File: src/rtl/iopriv_pkg.sv
package iopriv_pkg;
    typedef enum logic [2:0] {
        CLS_PLAIN    = 3'd0,
        CLS_IO       = 3'd1,
        CLS_INTEN    = 3'd2,
        CLS_LOCK     = 3'd3,
        CLS_SYS      = 3'd4,
        CLS_FLAGLOAD = 3'd5
    } instr_class_e;

    localparam int unsigned CLASS_W = 3;
endpackage

File: src/rtl/iopriv_rule_check.sv
module iopriv_rule_check
    import iopriv_pkg::*;
#(
    parameter int unsigned CPL_W = 2
) (
    input  logic [CLASS_W-1:0] cls_i,
    input  logic [CPL_W-1:0]   cpl_i,
    input  logic [CPL_W-1:0]   iopl_i,
    output logic               deny_o
);
    logic trusted_ok;
    logic level0;

    always_comb begin
        trusted_ok = (cpl_i <= iopl_i);
        level0     = (cpl_i == '0);
        case (instr_class_e'(cls_i))
            CLS_IO, CLS_INTEN, CLS_LOCK: deny_o = !trusted_ok;
            CLS_SYS:                     deny_o = !level0;
            default:                     deny_o = 1'b0;
        endcase
    end
endmodule

File: src/rtl/iopriv_flag_filter.sv
module iopriv_flag_filter #(
    parameter int unsigned FLAG_W    = 16,
    parameter int unsigned CPL_W     = 2,
    parameter int unsigned IOPL_LSB  = 12,
    parameter int unsigned IF_BIT    = 9,
    parameter int unsigned ONE_BIT   = 1
) (
    input  logic [FLAG_W-1:0] old_i,
    input  logic [FLAG_W-1:0] new_i,
    input  logic [CPL_W-1:0]  cpl_i,
    output logic [FLAG_W-1:0] merged_o
);
    logic [CPL_W-1:0] iopl_old;

    always_comb begin
        iopl_old = old_i[IOPL_LSB +: CPL_W];
        merged_o = new_i;
        if (cpl_i != '0) begin
            merged_o[IOPL_LSB +: CPL_W] = iopl_old;
        end
        if (cpl_i > iopl_old) begin
            merged_o[IF_BIT] = old_i[IF_BIT];
        end
        merged_o[ONE_BIT] = 1'b1;
    end
endmodule

File: src/rtl/io_priv_flag_unit.sv
module io_priv_flag_unit
    import iopriv_pkg::*;
#(
    parameter int unsigned FLAG_W    = 16,
    parameter int unsigned CPL_W     = 2,
    parameter int unsigned IOPL_LSB  = 12,
    parameter int unsigned IF_BIT    = 9,
    parameter int unsigned ONE_BIT   = 1,
    parameter logic [15:0] RESET_VAL = 16'h0002
) (
    input  logic                clk_i,
    input  logic                rst_ni,
    input  logic                instr_valid_i,
    input  logic [CLASS_W-1:0]  instr_class_i,
    input  logic [CPL_W-1:0]    cpl_i,
    input  logic                flag_wr_i,
    input  logic [FLAG_W-1:0]   flag_wdata_i,
    output logic                priv_fault_o,
    output logic [FLAG_W-1:0]   flags_o
);
    localparam logic [FLAG_W-1:0] RST_FLAGS = FLAG_W'(RESET_VAL);

    typedef struct packed {
        logic [FLAG_W-1:0] flags;
        logic              fault;
    } unit_state_t;

    unit_state_t st_d, st_q;
    logic              deny;
    logic [FLAG_W-1:0] filtered;

    iopriv_rule_check #(.CPL_W(CPL_W)) u_rule (
        .cls_i  (instr_class_i),
        .cpl_i  (cpl_i),
        .iopl_i (st_q.flags[IOPL_LSB +: CPL_W]),
        .deny_o (deny)
    );

    iopriv_flag_filter #(
        .FLAG_W   (FLAG_W),
        .CPL_W    (CPL_W),
        .IOPL_LSB (IOPL_LSB),
        .IF_BIT   (IF_BIT),
        .ONE_BIT  (ONE_BIT)
    ) u_filter (
        .old_i    (st_q.flags),
        .new_i    (flag_wdata_i),
        .cpl_i    (cpl_i),
        .merged_o (filtered)
    );

    always_comb begin
        st_d       = st_q;
        st_d.fault = instr_valid_i && deny;
        if (instr_valid_i && flag_wr_i && !deny) begin
            st_d.flags = filtered;
        end
    end

    always_ff @(posedge clk_i) begin
        if (!rst_ni) begin
            st_q.flags <= RST_FLAGS;
            st_q.fault <= 1'b0;
        end else begin
            st_q <= st_d;
        end
    end

    assign priv_fault_o = st_q.fault;
    assign flags_o      = st_q.flags;

    assert_bit1_set_R8: assert property (@(posedge clk_i) disable iff (!rst_ni)
        flags_o[ONE_BIT] == 1'b1);

    assert_fault_needs_valid_R4: assert property (@(posedge clk_i) disable iff (!rst_ni)
        priv_fault_o |-> $past(instr_valid_i));

    assert_fault_blocks_write_R5: assert property (@(posedge clk_i) disable iff (!rst_ni)
        priv_fault_o |-> (flags_o == $past(flags_o)));

    assert_iopl_level0_R6: assert property (@(posedge clk_i) disable iff (!rst_ni)
        (flags_o[IOPL_LSB +: CPL_W] != $past(flags_o[IOPL_LSB +: CPL_W]))
            |-> ($past(cpl_i) == '0));

    assert_if_gate_R7: assert property (@(posedge clk_i) disable iff (!rst_ni)
        (flags_o[IF_BIT] != $past(flags_o[IF_BIT]))
            |-> ($past(cpl_i) <= $past(flags_o[IOPL_LSB +: CPL_W])));

    assert_hold_without_write_R9: assert property (@(posedge clk_i) disable iff (!rst_ni)
        !$past(instr_valid_i && flag_wr_i) |-> $stable(flags_o));
endmodule

File: config.mk
export PLATFORM = sky130hd
export DESIGN_NAME = io_priv_flag_unit
export DESIGN_NICKNAME = d
export VERILOG_FILES = /design/src/rtl/iopriv_pkg.sv /design/src/rtl/iopriv_rule_check.sv /design/src/rtl/iopriv_flag_filter.sv /design/src/rtl/io_priv_flag_unit.sv
export SDC_FILE = /design/constraint.sdc
export NUM_CORES = 1
export LEC_CHECK = 0
export ABC_AREA = 1
export BUFFER_PORTS_ARGS = -buffer_cell sky130_fd_sc_hd__buf_4
export CAP_MARGIN = 5
export CORE_MARGIN = 2
export CORE_UTILIZATION = 42
export CTS_BUF_LIST = sky130_fd_sc_hd__clkbuf_16
export DETAILED_ROUTE_END_ITERATION = 10
export HOLD_SLACK_MARGIN = 0.06
export PLACE_DENSITY = 0.73
export SETUP_SLACK_MARGIN = 0.4
export SLEW_MARGIN = 20
export SYNTH_ARGS = -nofsm -noshare
export SYNTH_HDL_FRONTEND = slang
export SYNTH_HIERARCHICAL = 1
export SYNTH_SLANG_ARGS = --single-unit
File: constraint.sdc
create_clock -name clk_i -period 1.52 [get_ports clk_i]
set_input_delay 0 -clock clk_i [delete_from_list [all_inputs] [get_ports clk_i]]
set_output_delay 0 -clock clk_i [all_outputs]
set_load 0.05 [all_outputs]
Yosys cells after proc, flatten, opt, wreduce, memory -nomap -nowiden

Cells that the tools add are included.

Reductions and logical operators: 11
$lt $le $gt $ge: 2
Equal/unequal tests: 4
Muxes and demuxes: 1
Bitwise gates (word level): 2

Operators by type and width:

| operator                                             | count |
|---|---|
| equality test 3 x 2 -> 1 bit (second input constant) | 2 |
| AND reduction 2 bit                                  | 2 |
| equality test 3 x 1 -> 1 bit (second input constant) | 1 |
| equality test 3 bit (second input constant)          | 1 |
| logical AND 1 bit                                    | 3 |
| zero test 1 bit                                      | 3 |
| OR reduction 3 bit                                   | 1 |
| > comparator 2 bit                                   | 1 |
| less-or-equal comparator 2 bit                       | 1 |
| zero test 2 bit                                      | 1 |
| NOT 1 bit                                            | 2 |
| one-hot mux 1 bit (2 select lines)                   | 1 |
| nonzero test 2 bit                                   | 1 |

Output and inout bits: 17
Logic and storage cells: 24
Register bits after elaboration: 16

Logic depth before layout (Yosys ltp)

Gate-level depths: netlist (run 1).

Depth after elaboration: 6
Depth in mapped cells: 13
Gate-level depth less buffers: 12

Hierarchy

Netlist (run 1), hierarchy kept.

By module, submodules not included:

| module             | area an instance (um^2) | cells an instance | instances | sequential area each (um^2) |
|---|---|---|---|---|
| io_priv_flag_unit  | 694.4                   | 103               | 1         | 340.3 |
| iopriv_flag_filter | 196.4                   | 33                | 1         | 0.0 |
| iopriv_rule_check  | 81.3                    | 15                | 1         | 0.0 |

Least setup slack after synthesis (run 1)

Ideal clock, no wire load.

Path kind: flip-flop to flip-flop
From: reg st_q, in the netlist flags_o[13]
To: reg st_q, in the netlist flags_o[10]
Clock period less this slack: 1,820 ps
Slack: -300 ps
Arrival time: 1,707 ps
Cell stages (with the launch flop): 13
Required time: 1,407 ps
Buffers on the path: 1
Cells stage by stage: dfxtp_1 > inv_1 > ha_1 > nand2_1 > nand2_1 > nor2_1 > nand2_1 > nand2_1 > inv_1 > nand3_2 > buf_2 > nor2_1 > nor2_1

Longest elaborated chain between the ends: 5

Ends and longest elaborated chain:

| what                               | line                    | text |
|---|---|---|
| from (decl)                        | io_priv_flag_unit.sv:28 | `unit_state_t st_d, st_q;` |
| from (signal assigned)             | io_priv_flag_unit.sv:65 | `st_q <= st_d;` |
| less-or-equal comparator 2 bit     | iopriv_rule_check.sv:15 | `trusted_ok = (cpl_i <= iopl_i);` |
| zero test 1 bit                    | iopriv_rule_check.sv:18 | `CLS_IO, CLS_INTEN, CLS_LOCK: deny_o = !trusted_ok;` |
| one-hot mux 1 bit (2 select lines) | iopriv_rule_check.sv:17 | `case (instr_class_e'(cls_i))` |
| via deny                           | io_priv_flag_unit.sv:29 | `logic deny;` |
| zero test 1 bit                    | io_priv_flag_unit.sv:55 | `if (instr_valid_i && flag_wr_i && !deny) begin` |
| logical AND 1 bit                  | io_priv_flag_unit.sv:55 |  |

The timed path passes the listed nets, and every way through them passes these cells.
A chain may end at the register's enable or synchronous reset.

Worst setup path after layout (run 1)

From: reg st_q, in the netlist flags_o[13]
To: reg st_q, in the netlist flags_o[3]

The elaborated chain is that of the path after synthesis.

==> impl_results.md, run 1 <==
- Setup slack after layout: -0.05564 ns
- Post-route ant nets: 0
- Status: finished, violations left
- Violated checks: negative setup slack
- Seq pwr share: 0.333
- Crit path launch type: register
- GR Util met3: 0.04023
- Worst Path Required: 1.66 ns
- Port Buffer Count: 40
- Max Slew Vio Count: 0
- Syn Nets: 180
- Grt total ovfl: 0
- First drt pass iteration count: 4
- Max Fclk: 634.7 MHz
- Comb power frac: 0.327
- Vias in the first global route: 908
- Clock power share: 0.340
- GRT met1 Usage: 0.2025
- Skew-Pair Late Insertion Delay: 0.24 ns
- Minimum clock period: 1.576 ns
- Cell internal pwr: 1.045 mW
- Final setup violation count: 16
- Vias per cell: 4.458
- Maximum vdd ir drop: 0.7256 mV
- DRC violations left: 0
- CORE AREA: 0.002191 sq mm
- Top Usage Layer GRT: met2
- Layout Cells excl Fill: 227
- Clock slew seen by the registers of the worst setup and hold paths: 0.05 ns
- Ant diodes: 0
- Num rows: 17
- Fraction of layout cells with a size suffix above 1: 0.4020
- Placed insts: 204
- GRT Total Usage: 0.1843
- Netlist cell types: 18
- Initial antenna violation count: 0
- Final Skew: 0.001602 ns
- Synth warn: 6
- Met2 usage: 0.3481
- Vias after detailed routing: 1,012
- Synth Instances: 151
- CTS sink cnt: 17
- CP Max Fanout: 5
- #FFs+latches synth: 17
- Synthesis-to-layout area growth: 64.87%
- Sw Ratio: 0.3081
- Switching power: 0.4652 mW
- TritonCTS clock tree: yes
- H-tree depth: 1
- Kind of critical path: reg -> reg
- Number of max-cap violations: 0
- Leak: 0.8525 nW
- DRT iter0 DRCs: 19
- P per Cell Area: 942.1 mW/mm^2
- Die area: 0.002715 sq mm
- Placer Congestion: 0.7550
- Design Power: 1.510 mW
- Period utilization: 1.037
- Detail Placement HPWL: 1412 um
- Wire per inst: 11.17 um
- Post-synth EDFFs: 0
- WL final: 2535 um
- Crit path DAT: 1.72 ns
- Pin count of the biggest net entering global routing: 18
- Setup crit end kind: register
- Ports: 42
- RSZ-0062 raised after global routing: yes
- Clock buffer depth: 2
- Mapped Area: 972.2 sq um
- Syn_area_per_cell: 6.438 sq um
- Die height: 52.11 um
- CTS Buf Count: 3
- First-pass GRT wire length: 3739 um
- DIE WIDTH: 52.11 um
- Initial core utilization: 0.4437
- Asr flop ratio synth: 0
- Top FF cell, synth: dfxtp_1
- Path type of the worst min-delay path: in -> reg
- Sequential area share after synthesis: 0.3501
- Hold Vio Cnt, Final: 0
- Nets: 229
- Root buf cell: clkbuf_16
-- power groups by stage --
stage / Sequential (mW) / Combinational [mW] / Clock [mW]
after floorplan: 0.630 / 0.160 / 0
after global placement: 0.507 / 0.378 / 0
after detailed placement: 0.509 / 0.387 / 0
after CTS: 0.499 / 0.444 / 0.532
after global routing: 0.506 / 0.533 / 0.557
final: 0.503 / 0.494 / 0.513
-- worst paths after layout --
kind                                          startpoint                      end  slack [ns]  cells after the start
worst max-delay path            flags_o[13]$_SDFFE_PN0P_  flags_o[3]$_SDFFE_PN0P_       -0.06                     12
worst min-delay path                              rst_ni  flags_o[1]$_SDFFE_PN1P_        0.08                      2
worst max register to register  flags_o[13]$_SDFFE_PN0P_  flags_o[3]$_SDFFE_PN0P_       -0.06                     12
worst min register to register   flags_o[1]$_SDFFE_PN1P_  flags_o[1]$_SDFFE_PN1P_        0.50                      2
-- cell usage in the layout, fill, tap and decap left out, types with 2 or more instances in the layout --
cell / netlist / routed
buf_4: 13 / 43
nand2_1: 44 / 30
nor2_1: 32 / 26
inv_1: 24 / 22
dfxtp_1: 17 / 15
nand2_2: 0 / 14
dlygate4sd3_1: 0 / 14
nor2_2: 1 / 7
clkbuf_16: 0 / 4
nand3_1: 3 / 3
buf_6: 2 / 2
dfxtp_4: 0 / 2
ha_1: 4 / 2
ha_4: 0 / 2
-- state kept, by name, summed over array words and instances (netlist names) --
signal / count
flags_o: 16
priv_fault_o: 1
-- worst max-delay path, cell delays in order, from the launching register on --
cell,delay [ns]
dfxtp_4,0.36
inv_4,0.04
ha_4,0.25
inv_1,0.04
o21bai_1,0.14
nand2_1,0.08
nand2_2,0.08
inv_2,0.05
nand3_4,0.13
buf_6,0.15
nand2_2,0.06
nand2_2,0.06
nor2_2,0.04
-- final cells by class --
cell class                 count  area [sq um]
sequential                    17         347.8
timing repair buffer          62         558.0
inverter                      24         92.59
clock inverter                 1         5.005
clock buffer                   3         75.07
fill                         167         588.1
multi-input combinational     92         489.2
tap                           28         35.03
-- what timing repair did --
action,CTS,global route
setup endpoints to repair,17,17
hold buffers,14,0
gates cloned,2,1
endpoints found under the hold margin,14,0
resized for setup,5,23
pin swaps,3,5
buffers inserted,1,1
-- layer usage --
metal,up-vias,share of wire
met2,26,0.53
li1,527,-
met1,459,0.42
met5,-,0
met4,0,0
met3,0,0.050
-- through the flow --
stage | TNS, ns | worst slack [ns] | instance area, sq um | utilization | hold WS (ns)
3_3_place_gp | 0 | 0.06074 | 1227 | 0.5603 | 0.2202
6_report | -0.4859 | -0.05564 | 1603 | 0.7316 | 0.07805
4_1_cts | 0 | 0.006863 | 1501 | 0.6853 | 0.06278
5_1_grt | -2.137 | -0.1673 | 1603 | 0.7316 | 0.08550
2_1_floorplan | -0.1507 | -0.009747 | 998.5 | - | 0.1525
3_5_place_dp | 0 | 0.006448 | 1227 | 0.5603 | 0.2276
-- cell usage after synthesis (2+ instances only) --
master,number,area (sq um)
buf_2,3,15.01
buf_4,13,97.59
buf_6,2,22.52
dfxtp_1,17,340.3
ha_1,4,50.05
inv_1,24,90.09
nand2_1,44,165.2
nand3_1,3,15.01
nor2_1,32,120.1
-- logic make-up after synthesis --
group,Yosys count,synth area share
fa+ha+maj,4,0.05148
other cells,1,0.003857
buf+inv,42,0.2317
compound gates,3,0.01801
simple gates,84,0.3449
flops,17,0.3501
Note: power is estimated with default switching activity, not from simulation.
==> inputs of run 2 (changes only) <==
--- a/config.mk
+++ b/config.mk
@@ -5,15 +5,15 @@
 export SDC_FILE = /design/constraint.sdc
 export NUM_CORES = 1
 export LEC_CHECK = 0
-export ABC_AREA = 1
+export ABC_AREA = 0
 export BUFFER_PORTS_ARGS = -buffer_cell sky130_fd_sc_hd__buf_4
 export CAP_MARGIN = 5
 export CORE_MARGIN = 2
-export CORE_UTILIZATION = 42
+export CORE_UTILIZATION = 41
 export CTS_BUF_LIST = sky130_fd_sc_hd__clkbuf_16
 export DETAILED_ROUTE_END_ITERATION = 10
 export HOLD_SLACK_MARGIN = 0.06
-export PLACE_DENSITY = 0.73
+export PLACE_DENSITY = 0.72
 export SETUP_SLACK_MARGIN = 0.4
 export SLEW_MARGIN = 20
 export SYNTH_ARGS = -nofsm -noshare
==> impl_results.md, run 2 <==
- Asr flop ratio synth: 0 (unchanged)
- Minimum clock period: 1.675 ns (+0.09956 ns)
- Worst setup path start: flags_o[13]$_SDFFE_PN0P_
- FF-to-FF Start: flags_o[13]$_SDFFE_PN0P_
- Vias per cell: 4.530 (+1.6%)
- Synth Instances: 108 (-28%)
- Initial core utilization: 0.4304 (-0.01332)
- Final Cell Area: 0.001470 sq mm (-8.3%)
- Ant diodes: 0 (unchanged)
- P per Cell Area: 902.9 mW/mm^2 (-4.2%)
- Placer Congestion: 0.7195 (-4.7%)
- Violated checks: negative setup slack
- Setup slack after layout: -0.1552 ns (-0.09956 ns)
- Core Util, Final: 0.6646 (-0.06699)
- Post-synth top area cell: dfxtp_1
- CTS Buf Count: 3 (unchanged)
- Crit path DAT: 1.81 ns (+0.09 ns)
- Skew-Pair Late Insertion Delay: 0.25 ns (about the same)
- DRT iter0 DRCs: 10 (-9)
- Critical Path Sink: flags_o[9]$_SDFFE_PN0P_
- Max Fclk: 596.9 MHz (-5.9%)
- Leak: 0.6944 nW (-19%)
- Status: finished, violations left
- Final Skew: 0.001835 ns (+0.0002325 ns)
- Synthesis-to-layout area growth: 54.40%
- Wire per inst: 10.99 um (-1.6%)
- Synth warn: 6 (unchanged)
- CORE AREA: 0.002212 sq mm (+0.97%)
- Hold slack: 0.06005 ns (-0.01799 ns)
- Pin count of the biggest net entering global routing: 33 (+15)
- Root buf cell: clkbuf_16
- Final setup violation count: 17 (+1)
- Mapped Area: 952.2 sq um (-2.1%)
- First-pass GRT wire length: 3222 um (-14%)
- Sw Ratio: 0.2647 (-0.04344)
- Synth area leaders: dfxtp_1, mux2i_1, nand2_1
- GRT Total Usage: 0.1621 (-0.02223)
- Crit path launch type: register
- #FFs+latches synth: 17 (unchanged)
- Comb power frac: 0.239 (-0.088)
- Seq pwr share: 0.360 (+0.027)
- Num rows: 17 (unchanged)
- Most frequent cells in the layout: buf_4, nand2_1, mux2i_1, dfxtp_1, dlygate4sd3_1
- Top FF cell, synth: dfxtp_1
- Detail Placement HPWL: 1331 um (-5.7%)
- Vias in the first global route: 775 (-15%)
- Clock buffer depth: 2 (unchanged)
- Cell internal pwr: 0.9761 mW (-6.6%)
- DIE WIDTH: 52.19 um (+0.15%)
- Ports: 42 (unchanged)
- R2R Path End: flags_o[9]$_SDFFE_PN0P_
- Sequential area share after synthesis: 0.3574 (+0.007360)
- Die area: 0.002724 sq mm (+0.31%)
- Die height: 52.19 um (+0.15%)
- Syn_area_per_cell: 8.816 sq um (+37%)
- Max Slew Vio Count: 0 (unchanged)
- Number of max-cap violations: 0 (unchanged)
- Most common cell in the synthesized netlist: nand2_1
- CP Max Fanout: 6 (+1)
- Netlist cell types: 23 (+5)
- RSZ-0062 raised after global routing: yes
- Clock slew seen by the registers of the worst setup and hold paths: 0.05 ns (about the same)
- H-tree depth: 1 (unchanged)
- Grt total ovfl: 0 (unchanged)
- Setup crit end kind: register
- Commonest non-fill, non-tap cell in the layout: buf_4
- Setup TNS: -2.271 ns (-1.785 ns)
- CTS sink cnt: 17 (unchanged)
- Vias after detailed routing: 829 (-18%)
- Path type of the worst min-delay path: in -> reg
- WL final: 2011 um (-21%)
- Hold Vio Cnt, Final: 0 (unchanged)
- Post-synth EDFFs: 0 (unchanged)
- Clock power share: 0.401 (+0.061)
- Kind of critical path: reg -> reg
- Post-route ant nets: 0 (unchanged)
- DRC violations left: 0 (unchanged)
- TritonCTS clock tree: yes
- Switching power: 0.3513 mW (-24%)
- Fraction of layout cells with a size suffix above 1: 0.4129 (+0.01089)
- DP Area: 0.001190 sq mm (-3.1%)
- Worst Path Required: 1.65 ns (about the same)
- Reg-to-reg setup timing slack: -0.16 ns (-0.10 ns)
- Maximum vdd ir drop: 0.7231 mV (-0.34%)
- Period utilization: 1.102 (+0.06550)
- Top cells by count, synth: nand2_1, dfxtp_1, mux2i_1, buf_4, inv_1
- Port Buffer Count: 40 (unchanged)
- Share of the synthesized area in the top cell type: 0.3574 (+0.007360)
- Syn Nets: 137 (-24%)
- Reg2Reg Depth: 8 (-4)
- Nets: 185 (-19%)
- Initial antenna violation count: 0 (unchanged)
- First drt pass iteration count: 4 (unchanged)
- Max reg flops: 16 (unchanged)
==> run 2: cell types whose count changed after synthesis, sizes merged, moves of 4 or more <==
cell and delta:
nor2 -31, nand3 -4, mux2i +15, inv -19, nand2 -11
==> run 2: how the worst min path moves through the flow <==
stage / to / cells past startpoint / startpoint / slack, ns
2_1_floorplan: flags_o[15]$_SDFFE_PN0P_ / 2 / rst_ni / 0.15
3_3_place_gp: flags_o[0]$_SDFFE_PN0P_ / 3 / flag_wdata_i[0] / 0.26
3_5_place_dp: flags_o[4]$_SDFFE_PN0P_ / 3 / flag_wdata_i[4] / 0.27
4_1_cts: flags_o[1]$_SDFFE_PN1P_ / 3 / flag_wr_i / 0.07
5_1_grt: flags_o[1]$_SDFFE_PN1P_ / 3 / flag_wr_i / 0.08
6_report: flags_o[1]$_SDFFE_PN1P_ / 3 / flag_wr_i / 0.06
==> run 2: area by class of cell <==
| cell class | instances | area [sq um] |
|---|---|---|
| Inverter | 5 | 18.77 |
| Sequential cell | 17 | 345.3 |
| Fill cell | 171 | 742.0 |
| Timing Repair Buffer | 61 | 509.2 |
| Clock buffer | 3 | 75.07 |
| Tap cell | 28 | 35.03 |
| Multi-Input combinational cell | 68 | 481.7 |
| Clock inverter | 1 | 5.005 |
==> run 2: worst max-delay path, cell delays in order (launching register included) <==
cell and delay (ns):
dfxtp_4 0.34, inv_2 0.04, ha_4 0.26, nor2b_4 0.13
o21ai_2 0.06, o31ai_2 0.20, and3b_2 0.27, buf_6 0.15
mux2i_1 0.12
==> run 2: logic make-up (layout without fill, tap and decap cells) <==
logic type,Yosys count,in the layout,share of synthesized area
adder cells (fa/ha/maj),4,4,0.05256
multiplexers,17,17,0.1853
buffers and inverters,23,70,0.1669
AND/OR/NAND/NOR,40,40,0.1853
AO/OA/AOI/OAI,6,6,0.04861
other,1,1,0.003938
flip-flops,17,17,0.3574
==> run 2: what timing repair did <==
item | in CTS | in global routing
endpoints found under the setup margin | 17 | 17
gates cloned | 1 | 0
pin swaps | 0 | 0
hold endpoints to repair | 13 | 0
gates resized for setup | 8 | 4
hold buffers | 13 | 0
buffers inserted | 1 | 1
==> run 2: per-stage QoR <==
step                      std cells  setup WS, ns  total power, mW
final                           183       -0.1552            1.327
after detailed placement        163       -0.1817           0.7494
after global routing            183       -0.2177            1.387
after CTS                       182       -0.1454            1.319
after global placement          163       -0.1300           0.7455
after floorplan                 108       -0.2957           0.6795
==> run 2: power groups by stage <==
stage	registers [mW]	logic [mW]	clock network [mW]
finish	0.478	0.318	0.532
CTS	0.478	0.307	0.534
global placement	0.486	0.259	0
global route	0.480	0.340	0.567
floorplan	0.560	0.120	0
detailed placement	0.487	0.262	0
==> run 2: metal layers <==
layer | vias up | share of wire | track usage
li1 | 433 | - | -
met5 | - | 0 | 0
met4 | 0 | 0.0045 | 0.06410
met3 | 2 | 0.051 | 0.04286
met2 | 22 | 0.51 | 0.2932
met1 | 372 | 0.43 | 0.1784
==> inputs of run 3 (changes only) <==
--- a/config.mk
+++ b/config.mk
@@ -15,7 +15,6 @@
 export HOLD_SLACK_MARGIN = 0.06
 export PLACE_DENSITY = 0.72
 export SETUP_SLACK_MARGIN = 0.4
-export SLEW_MARGIN = 20
 export SYNTH_ARGS = -nofsm -noshare
 export SYNTH_HDL_FRONTEND = slang
 export SYNTH_HIERARCHICAL = 1
==> constraint.sdc (replaced) <==
create_clock -name clk_i -period 1.52 [get_ports clk_i]
set_input_delay 0.152 -clock clk_i [delete_from_list [all_inputs] [get_ports clk_i]]
set_output_delay 0.152 -clock clk_i [all_outputs]
set_load 0.05 [all_outputs]
==> impl_results.md, run 3 (synthesis gave the netlist of run 2 again) <==
- Skew-Pair Late Insertion Delay: 0.24 ns (about the same)
- Most frequent cells in the layout: buf_4, nand2_1, mux2i_1, dfxtp_1
- Ports: 42 (unchanged)
- Seq pwr share: 0.368 (+0.008)
- Maximum vdd ir drop: 0.6302 mV (-13%)
- Setup crit end kind: register
- Hold slack: 0.1607 ns (+0.1007 ns)
- Initial core utilization: 0.4304 (unchanged)
- Violated checks: negative setup slack
- Die height: 52.19 um (unchanged)
- DRC violations left: 0 (unchanged)
- Path type of the worst min-delay path: in -> reg
- Clock power share: 0.401 (about the same)
- Period utilization: 1.115 (+0.01277)
- Crit path launch type: register
- Port Buffer Count: 40 (unchanged)
- Max Slew Vio Count: 0 (unchanged)
- Critical path's largest stage delay: 0.34 ns (about the same)
- Final setup violation count: 17 (unchanged)
- Clock slew seen by the registers of the worst setup and hold paths: 0.05 ns (about the same)
- First-pass GRT wire length: 3077 um (-4.5%)
- Crit-path slowest cell: dfxtp_4
- Die area: 0.002724 sq mm (unchanged)
- H-tree depth: 1 (unchanged)
- Post-route ant nets: 0 (unchanged)
- Placer Congestion: 0.7375 (+2.5%)
- Commonest non-fill, non-tap cell in the layout: buf_4
- Cell internal pwr: 0.9627 mW (-1.4%)
- Design Power: 1.297 mW (-2.3%)
- Worst Path Required: 1.65 ns (about the same)
- Vias after detailed routing: 769 (-7.2%)
- Final Skew: 0.001414 ns (-0.0004207 ns)
- Kind of critical path: reg -> reg
- Max Fclk: 590.1 MHz (-1.1%)
- Sw Ratio: 0.2576 (-0.007082)
- Number of max-cap violations: 0 (unchanged)
- Minimum clock period: 1.695 ns (+0.01941 ns)
- WL final: 1788 um (-11%)
- CP Max Fanout: 7 (+1)
- DIE WIDTH: 52.19 um (unchanged)
- Max reg flops: 16 (unchanged)
- CORE AREA: 0.002212 sq mm (unchanged)
- CTS sink cnt: 17 (unchanged)
- P per Cell Area: 943.9 mW/mm^2 (+4.5%)
- Crit path DAT: 1.83 ns (+0.02 ns)
- Clock buffer depth: 2 (unchanged)
- Fraction of layout cells with a size suffix above 1: 0.4583 (+0.04543)
- Pin count of the biggest net entering global routing: 33 (unchanged)
- Grt total ovfl: 0 (unchanged)
- First drt pass iteration count: 3 (-1)
- Hold Vio Cnt, Final: 0 (unchanged)
- Status: finished, violations left
- RSZ-0062 raised after global routing: yes
- Nets: 174 (-5.9%)
- TritonCTS clock tree: yes
- DRT iter0 DRCs: 2 (-8)
- Leak: 0.6563 nW (-5.5%)
- Initial antenna violation count: 0 (unchanged)
- GRT Total Usage: 0.1487 (-0.01338)
- Wire per inst: 10.40 um (-5.4%)
- CTS Hold Buffers Added: 0 (-13)
- CTS Buf Count: 3 (unchanged)
- Comb power frac: 0.231 (-0.008)
- Crit-path leading delay family: simple AND/OR/NAND/NOR gates
- Synthesis-to-layout area growth: 44.28%
- Vias in the first global route: 746 (-3.7%)
- Detail Placement HPWL: 1280 um (-3.8%)
- Root buf cell: clkbuf_16
- Vias per cell: 4.471 (-1.3%)
- Num rows: 17 (unchanged)
- Crit-path cells: inv_2 > ha_4 > nor2b_4 > o21ai_2 > o31ai_2 > and3b_2 > clkbuf_16 > mux2i_1
- Ant diodes: 0 (unchanged)
- Switching power: 0.3340 mW (-4.9%)
- Critical path buffers and inverters: 2 (unchanged)
- Setup slack after layout: -0.1746 ns (-0.01941 ns)
==> run 3: cell count changes in the layout (fill, tap and decap cells not counted) <==
cell / previous run / this run
dlygate4sd3_1: 13 / 0
buf_4: 43 / 46
buf_6: 5 / 2
buf_12: 0 / 1
clkbuf_16: 3 / 4
==> run 3: layer usage <==
| metal | global-route usage | part of all wire | routed length [um] |
|---|---|---|---|
| met1 | 0.1743 | 0.44 | 793 |
| met4 | 0.06410 | 0.0073 | 13 |
| met3 | 0.02571 | 0.046 | 82 |
| met5 | 0 | 0 | 0 |
| met2 | 0.2637 | 0.50 | 899 |
==> run 3: final cells by class <==
type	instances	area [sq um]
fill	196	838.3
clock inverter	1	5.005
timing repair buffer	50	412.9
multi-input combinational	68	481.7
sequential	17	345.3
inverter	5	18.77
clock buffer	3	75.07
tap	28	35.03
==> run 3: final timing paths <==
kind | startpoint | endpoint | slack (ns) | depth (start not counted)
max | flags_o[13]$_SDFFE_PN0P_ | flags_o[0]$_SDFFE_PN0P_ | -0.17 | 8
min | flag_wdata_i[14] | flags_o[14]$_SDFFE_PN0P_ | 0.16 | 3
max reg2reg | flags_o[13]$_SDFFE_PN0P_ | flags_o[0]$_SDFFE_PN0P_ | -0.17 | 8
min reg2reg | flags_o[6]$_SDFFE_PN0P_ | flags_o[6]$_SDFFE_PN0P_ | 0.46 | 2
==> run 3: power by group through the flow <==
stage / logic (mW) / clock network, mW / registers [mW]
after detailed placement: 0.272 / 0 / 0.486
after global placement: 0.267 / 0 / 0.486
after CTS: 0.304 / 0.531 / 0.477
after global routing: 0.323 / 0.550 / 0.480
after floorplan: 0.120 / 0 / 0.560
final: 0.299 / 0.520 / 0.478
==> run 3: metrics by stage <==
| stage | TNS, ns | setup WS, ns | utilization | instances | cell area (sq um) |
|---|---|---|---|---|---|
| global route | -4.178 | -0.2692 | 0.6210 | 172 | 1374 |
| CTS | -2.929 | -0.1907 | 0.6222 | 172 | 1376 |
| global placement | -2.093 | -0.1403 | 0.5503 | 165 | 1217 |
| detailed placement | -3.099 | -0.2120 | 0.5503 | 165 | 1217 |
| finish | -2.638 | -0.1746 | 0.6210 | 172 | 1374 |
| floorplan | -3.911 | -0.2957 | - | 108 | 957.2 |
==> run 3: repair_timing <==
action,CTS,global route
cloned,1,0
setup endpoints to repair,17,17
resized for setup,9,1
setup buffers,2,0
hold endpoints to repair,0,0
==> run 3: worst reg2reg max path: stages, from the launching register on <==
cell	delay [ns]
dfxtp_4	0.34
inv_2	0.04
ha_4	0.25
nor2b_4	0.13
o21ai_2	0.06
o31ai_2	0.20
and3b_2	0.28
clkbuf_16	0.17
mux2i_1	0.11
